--- config.mk ---
export PLATFORM = sky130hd
export DESIGN_NAME = adc_i2c_slave
export DESIGN_NICKNAME = d
export VERILOG_FILES = /design/src/rtl/adc_i2c_pkg.sv /design/src/rtl/adc_i2c_line_filter.sv /design/src/rtl/adc_i2c_bus_events.sv /design/src/rtl/adc_i2c_slave.sv
export SDC_FILE = /design/constraint.sdc
export NUM_CORES = 1
export LEC_CHECK = 0
export ABC_AREA = 0
export CORE_MARGIN = 2
export CORE_UTILIZATION = 50
export CTS_CLUSTER_SIZE = 20
export DETAILED_ROUTE_END_ITERATION = 16
export PLACE_DENSITY = 0.71
export SLEW_MARGIN = 20
export SYNTH_ARGS = -nofsm -noshare
export SYNTH_HDL_FRONTEND = slang
export SYNTH_SLANG_ARGS = --single-unit
--- constraint.sdc ---
create_clock -name clk -period 6.3 [get_ports clk]
set_input_delay 0.945 -clock clk [delete_from_list [all_inputs] [get_ports clk]]
set_output_delay 0.945 -clock clk [all_outputs]
set_load 0.01 [all_outputs]
--- src/rtl/adc_i2c_pkg.sv ---
package adc_i2c_pkg;
  typedef enum logic [2:0] {
    ST_IDLE,
    ST_ADDR,
    ST_AACK,
    ST_WAIT,
    ST_SEND,
    ST_RACK,
    ST_SKIP
  } rd_state_e;

  localparam logic [4:0] HS_CODE_PREFIX = 5'b00001;
endpackage

--- src/rtl/adc_i2c_line_filter.sv ---
module adc_i2c_line_filter #(
  parameter int LINES    = 2,
  parameter int FILT_LEN = 4
) (
  input  logic             clk,
  input  logic             rst_n,
  input  logic [LINES-1:0] raw_i,
  output logic [LINES-1:0] clean_o
);
  localparam int CW = $clog2(FILT_LEN + 1);

  for (genvar g = 0; g < LINES; g++) begin : g_line
    logic [1:0]    sync_q;
    logic [CW-1:0] cnt_q;
    logic          level_q;

    always_ff @(posedge clk or negedge rst_n) begin
      if (!rst_n) begin
        sync_q  <= 2'b11;
        cnt_q   <= '0;
        level_q <= 1'b1;
      end else begin
        sync_q <= {sync_q[0], raw_i[g]};
        if (sync_q[1] == level_q) begin
          cnt_q <= '0;
        end else if (cnt_q == CW'(FILT_LEN - 1)) begin
          level_q <= sync_q[1];
          cnt_q   <= '0;
        end else begin
          cnt_q <= cnt_q + 1'b1;
        end
      end
    end

    assign clean_o[g] = level_q;
  end
endmodule

--- src/rtl/adc_i2c_bus_events.sv ---
module adc_i2c_bus_events (
  input  logic clk,
  input  logic rst_n,
  input  logic scl_f,
  input  logic sda_f,
  output logic scl_rise,
  output logic scl_fall,
  output logic start_det,
  output logic stop_det
);
  logic scl_q, sda_q;

  always_ff @(posedge clk or negedge rst_n) begin
    if (!rst_n) begin
      scl_q <= 1'b1;
      sda_q <= 1'b1;
    end else begin
      scl_q <= scl_f;
      sda_q <= sda_f;
    end
  end

  assign scl_rise  = !scl_q && scl_f;
  assign scl_fall  = scl_q && !scl_f;
  assign start_det = scl_q && scl_f && sda_q && !sda_f;
  assign stop_det  = scl_q && scl_f && !sda_q && sda_f;
endmodule

--- src/rtl/adc_i2c_slave.sv ---
module adc_i2c_slave #(
  parameter logic [6:0] DEV_ADDR = 7'h35,
  parameter int         RES_W    = 16,
  parameter int         FILT_LEN = 4
) (
  input  logic             clk,
  input  logic             rst_n,
  input  logic             scl_in,
  input  logic             sda_in,
  output logic             scl_pull_low,
  output logic             sda_pull_low,
  output logic             conv_start,
  input  logic             conv_valid,
  output logic             conv_ready,
  input  logic [RES_W-1:0] conv_data,
  output logic             hs_mode
);
  import adc_i2c_pkg::*;

  localparam int         NBYTES  = RES_W / 8;
  localparam int         IDXW    = (NBYTES > 1) ? $clog2(NBYTES) : 1;
  localparam logic [7:0] RD_ADDR = {DEV_ADDR, 1'b1};

  logic [1:0] clean;
  logic       scl_f, sda_f;
  logic       scl_rise, scl_fall, start_det, stop_det;

  adc_i2c_line_filter #(.LINES(2), .FILT_LEN(FILT_LEN)) u_filter (
    .clk     (clk),
    .rst_n   (rst_n),
    .raw_i   ({scl_in, sda_in}),
    .clean_o (clean)
  );

  assign scl_f = clean[1];
  assign sda_f = clean[0];

  adc_i2c_bus_events u_events (
    .clk       (clk),
    .rst_n     (rst_n),
    .scl_f     (scl_f),
    .sda_f     (sda_f),
    .scl_rise  (scl_rise),
    .scl_fall  (scl_fall),
    .start_det (start_det),
    .stop_det  (stop_det)
  );

  rd_state_e        state;
  logic [3:0]       bit_cnt;
  logic [7:0]       shreg;
  logic [RES_W-1:0] result_q;
  logic [IDXW-1:0]  byte_idx;
  logic             master_ack;
  logic             sda_low_q, scl_low_q, start_q, hs_q;
  logic [7:0]       cur_byte, next_byte;
  logic [IDXW-1:0]  next_idx;

  assign cur_byte  = result_q[RES_W-1-8*byte_idx -: 8];
  assign next_idx  = (byte_idx == IDXW'(NBYTES - 1)) ? '0 : byte_idx + 1'b1;
  assign next_byte = result_q[RES_W-1-8*next_idx -: 8];

  always_ff @(posedge clk or negedge rst_n) begin
    if (!rst_n) begin
      state      <= ST_IDLE;
      bit_cnt    <= '0;
      shreg      <= '0;
      result_q   <= '0;
      byte_idx   <= '0;
      master_ack <= 1'b0;
      sda_low_q  <= 1'b0;
      scl_low_q  <= 1'b0;
      start_q    <= 1'b0;
      hs_q       <= 1'b0;
    end else begin
      start_q <= 1'b0;
      if (stop_det) begin
        state     <= ST_IDLE;
        sda_low_q <= 1'b0;
        scl_low_q <= 1'b0;
        hs_q      <= 1'b0;
      end else if (start_det) begin
        state     <= ST_ADDR;
        bit_cnt   <= '0;
        sda_low_q <= 1'b0;
      end else begin
        unique case (state)
          ST_ADDR: begin
            if (scl_rise) begin
              shreg   <= {shreg[6:0], sda_f};
              bit_cnt <= bit_cnt + 1'b1;
            end else if (scl_fall && bit_cnt == 4'd8) begin
              if (shreg == RD_ADDR) begin
                sda_low_q <= 1'b1;
                start_q   <= 1'b1;
                state     <= ST_AACK;
              end else begin
                if (shreg[7:3] == HS_CODE_PREFIX) hs_q <= 1'b1;
                state <= ST_SKIP;
              end
            end
          end
          ST_AACK: begin
            if (scl_fall) begin
              sda_low_q <= 1'b0;
              scl_low_q <= 1'b1;
              byte_idx  <= '0;
              state     <= ST_WAIT;
            end
          end
          ST_WAIT: begin
            if (conv_valid) begin
              result_q  <= conv_data;
              scl_low_q <= 1'b0;
              sda_low_q <= !conv_data[RES_W-1];
              bit_cnt   <= 4'd1;
              state     <= ST_SEND;
            end
          end
          ST_SEND: begin
            if (scl_fall) begin
              if (bit_cnt == 4'd8) begin
                sda_low_q <= 1'b0;
                state     <= ST_RACK;
              end else begin
                sda_low_q <= !cur_byte[3'd7 - bit_cnt[2:0]];
                bit_cnt   <= bit_cnt + 1'b1;
              end
            end
          end
          ST_RACK: begin
            if (scl_rise) begin
              master_ack <= !sda_f;
            end else if (scl_fall) begin
              if (master_ack) begin
                byte_idx  <= next_idx;
                sda_low_q <= !next_byte[7];
                bit_cnt   <= 4'd1;
                state     <= ST_SEND;
              end else begin
                state <= ST_SKIP;
              end
            end
          end
          default: ;
        endcase
      end
    end
  end

  assign scl_pull_low = scl_low_q;
  assign sda_pull_low = sda_low_q;
  assign conv_start   = start_q;
  assign conv_ready   = (state == ST_WAIT);
  assign hs_mode      = hs_q;
endmodule

==> run summary <==
The first-pass GRT wire length was 8.321 mm. After floorplanning, the core was sized to cover 5075 µm². The worst hold path belongs to the class reg2reg. Setup violations remaining at the end of the flow were counted as 0. Total of hold buffers inserted after clock tree synthesis: 0. The root buffer cell chosen for the clock tree is clkbuf_8. The clock-pin slew of the registers on the worst-case setup and hold paths came out at 0.09 ns. The library cells used most frequently in the layout, excluding fill and tap cells, are 43 x dfrtp_1, 30 x mux2_2, 24 x clkdlybuf4s50_1. Along the worst path, the maximum fanout reaches 14.

The die outline width was 76.41 µm; the global placer's final weighted congestion was 0.8745. Between clock sinks in the finished design, the worst skew comes to 0.007992 ns. The number of placed instances, taps included, is 312. The ratio of cells with drive above 1 in the final layout was 21.60%. The count of flip-flops with a built-in enable after synthesis is 0, and the ratio of final minimum period to clock period is 47.71%. Power spread over the standard cell area amounts to 430.3 nW/µm². Fill cell instance count of the final layout: 471. The class of the most critical setup path was reg2out. After layout, the minimum clock period comes to 3.006 ns. Port buffering added 25 buffers. The routed wirelength normalized by instance count came out at 14.78 µm.

In the routed design, unresolved DRC markers number 0. The die height came out at 76.41 µm. For this design the static power due to leakage is 0.001252 µW. For the placed wire-length estimate after detailed placement, the log shows 3.385 mm. The H-tree level count was 2. The logs give 251 for the net count after synthesis and 2 for the number of buffers between clock root and the deepest sink. Area of the die: 5838 µm². For the pin with the worst max-slew slack, the measured transition is 0.7889 ns.

The number of routed nets with antenna violations came out at 0. In this run, distinct cell masters in the synthesized netlist total 56. The final cell utilization of the core was 59.00%. The tools report the post-placement worst setup slack as 3.506 ns. The run gives 5 as the number of buffers created by CTS.

Measured against its own limit, the worst slew margin works out to 47.35%. 26 I/O pins were placed. The antenna diode instance count was 0; the final global-route overflow total was 0.

Across the run, the number of max-cap violations was 0. In the synthesized netlist the dominant register cell turns out to be dfrtp_1. Summed over all failing endpoints, the final setup total negative slack is 0 ns. The initialized floorplan defines 26 standard-cell rows. The fraction of the yosys area taken by sequential cells is 49.07%.

Setup repair after global routing left no endpoint under its margin. Clock tree synthesis found a total of 51 sinks. The worst setup path is captured at an output pin. TritonCTS built the clock tree.

Layout-stage area growth over the synthesis result: 14.22%. Kind of start point of the critical path: a flop. For the worst-skew pair, the clock arrives at the later sink with an insertion delay of 0.29 ns. Once layout is complete, the cells apart from fillers number 320. Average footprint of a synthesized cell: 11.65 µm². For the number of antenna violations at the first check in global routing, the log shows 0.

The average via count per standard cell was 5.628; the highest clock frequency the design can meet was 0.3327 GHz. The run gives 3.294 ns as the smallest setup slack after layout. The library cell used most frequently in the layout, excluding fill and tap cells, is dfrtp_1. The share of synthesized flip-flops with an asynchronous set or reset is 100.0%. Summing over every cut layer, the via total after detailed routing is 1801. The effective utilization at floorplan was 51.65%.

Entering global routing, the biggest net connects 52 pins. The detailed router finished its first iteration with 134 violations. At the worst endpoint, the required time is 5.35 ns. For the max-slew violation count, the log shows 0. Before antenna repair, the detailed router went through 4 iterations. Across the VDD grid, the largest voltage drop is 193.6 µV.

For this run, the number of Yosys warnings is 0. For the synthesized netlist cell count, the log shows 225. The run finished with clean final reports. For this block, the routed nets add up to 4.728 mm of wire.

In this run, synthesis produced a sequential element count of 51. Data on the critical path arrives at its endpoint at 2.06 ns. The logs give 0 for the post-CTS resize count and 2621 µm² for the netlist area before placement.

For the via count of the first global-routing pass, the log shows 1716. The logs give 0 for the post-CTS repair timing setup buffer count and 275 for the net count of the finished layout. The final count of hold timing violations is 0, and the total routing resource utilization after global routing is 17.65%.
-- worst paths after layout --
path	start	slack (ns)	depth (start not counted)	end
hold / removal	u_filter.g_line[0].sync_q[0]	0.36	0	u_filter.g_line[0].sync_q[1]
hold reg to reg	u_filter.g_line[0].sync_q[0]	0.36	0	u_filter.g_line[0].sync_q[1]
setup / recovery	state[1]	3.29	3	conv_ready
max in group asynchronous	rst_n	5.14	2	result_q[6]
min in group asynchronous	rst_n	0.75	2	hs_mode
setup reg to reg	state[1]	3.86	4	result_q[9]
-- cells in the mapped netlist, drive strengths merged, types with 2 or more instances --
master / count / share of area (%)
dfrtp: 43 / 41
mux2: 31 / 13
nor2: 11 / 1.7
nand2: 10 / 1.4
o21ai: 10 / 1.9
nor3b: 9 / 3.0
a21oi: 8 / 1.5
dfstp: 8 / 8.0
nor2b: 7 / 2.0
buf: 6 / 1.4
inv: 6 / 0.86
mux2i: 6 / 2.3
nor3: 6 / 1.3
ha: 5 / 2.4
nand3: 5 / 0.95
nand2b: 4 / 0.95
a211oi: 3 / 0.86
a221oi: 3 / 1.0
a31oi: 3 / 0.72
and3: 3 / 0.91
clkbuf: 3 / 0.43
xnor2: 3 / 1.0
and2: 2 / 0.48
mux4: 2 / 1.7
nand3b: 2 / 0.57
nand4: 2 / 0.48
nand4b: 2 / 0.67
o22ai: 2 / 0.48
o31ai: 2 / 0.57
or4: 2 / 0.57
-- per-layer routing --
| metal | routed length (µm) | GRT usage (%) | vias to the layer above |
|---|---|---|---|
| met4 | 76 | 8.000 | 0 |
| met3 | 200 | 2.844 | 8 |
| met1 | 2388 | 26.60 | 867 |
| li1 | - | - | 886 |
| met5 | 0 | 0 | - |
| met2 | 2063 | 24.96 | 40 |
-- critical path, cell delays in order (launching register included) --
cell	delay, ns
dfrtp_1	0.58
nor2b_1	0.40
and2_1	0.24
clkdlybuf4s50_1	0.55
-- layout make-up --
class / instances / area (µm²) / area share [%]
flip-flops and latches: 51 / 1286 / 42.96
inverters: 6 / 22.52 / 0.7522
clock buffers: 7 / 76.32 / 2.549
well taps: 70 / 87.58 / 2.925
clock inverters: 1 / 5.005 / 0.1672
multi-input cells: 159 / 1264 / 42.21
repair buffers: 26 / 252.7 / 8.441
-- where the power goes --
part           internal [µW]  switching [µW]
clock                   78.1            99.0
sequential               440             123
combinational            290             258
total                    808             480
-- flip-flops by register name, summed over array words and instances (netlist names), 2 cells and up --
signal,count
bit_cnt,4
result_q,16
shreg,8
state,3
u_filter.g_line.cnt_q,6
u_filter.g_line.level_q,2
u_filter.g_line.sync_q,4
-- cell families (layout without fill, tap and decap cells) --
logic type                 after synthesis  in the layout  synth area share [%]
xor gates and xnor gates                 3              3                 1.003
muxes                                   39             39                 17.47
buffers and inverters                   15             40                 2.720
and+or+nand+nor                         72             72                 17.37
DFF                                     51             51                 49.07
AOI/OAI and AO/OA                       40             40                 9.976
adders and majority gates                5              5                 2.387
-- through the flow --
step	hold slack, ns	power [µW]	area (µm²)
3_3_place_gp	0.3457	1101	2913
3_5_place_dp	0.3468	1113	2913
4_1_cts	0.3602	1299	2994
5_1_grt	0.3616	1398	2994
6_report	0.3589	1288	2994
2_1_floorplan	0.3452	983.6	2621
Power figures use the tool's default switching activity.
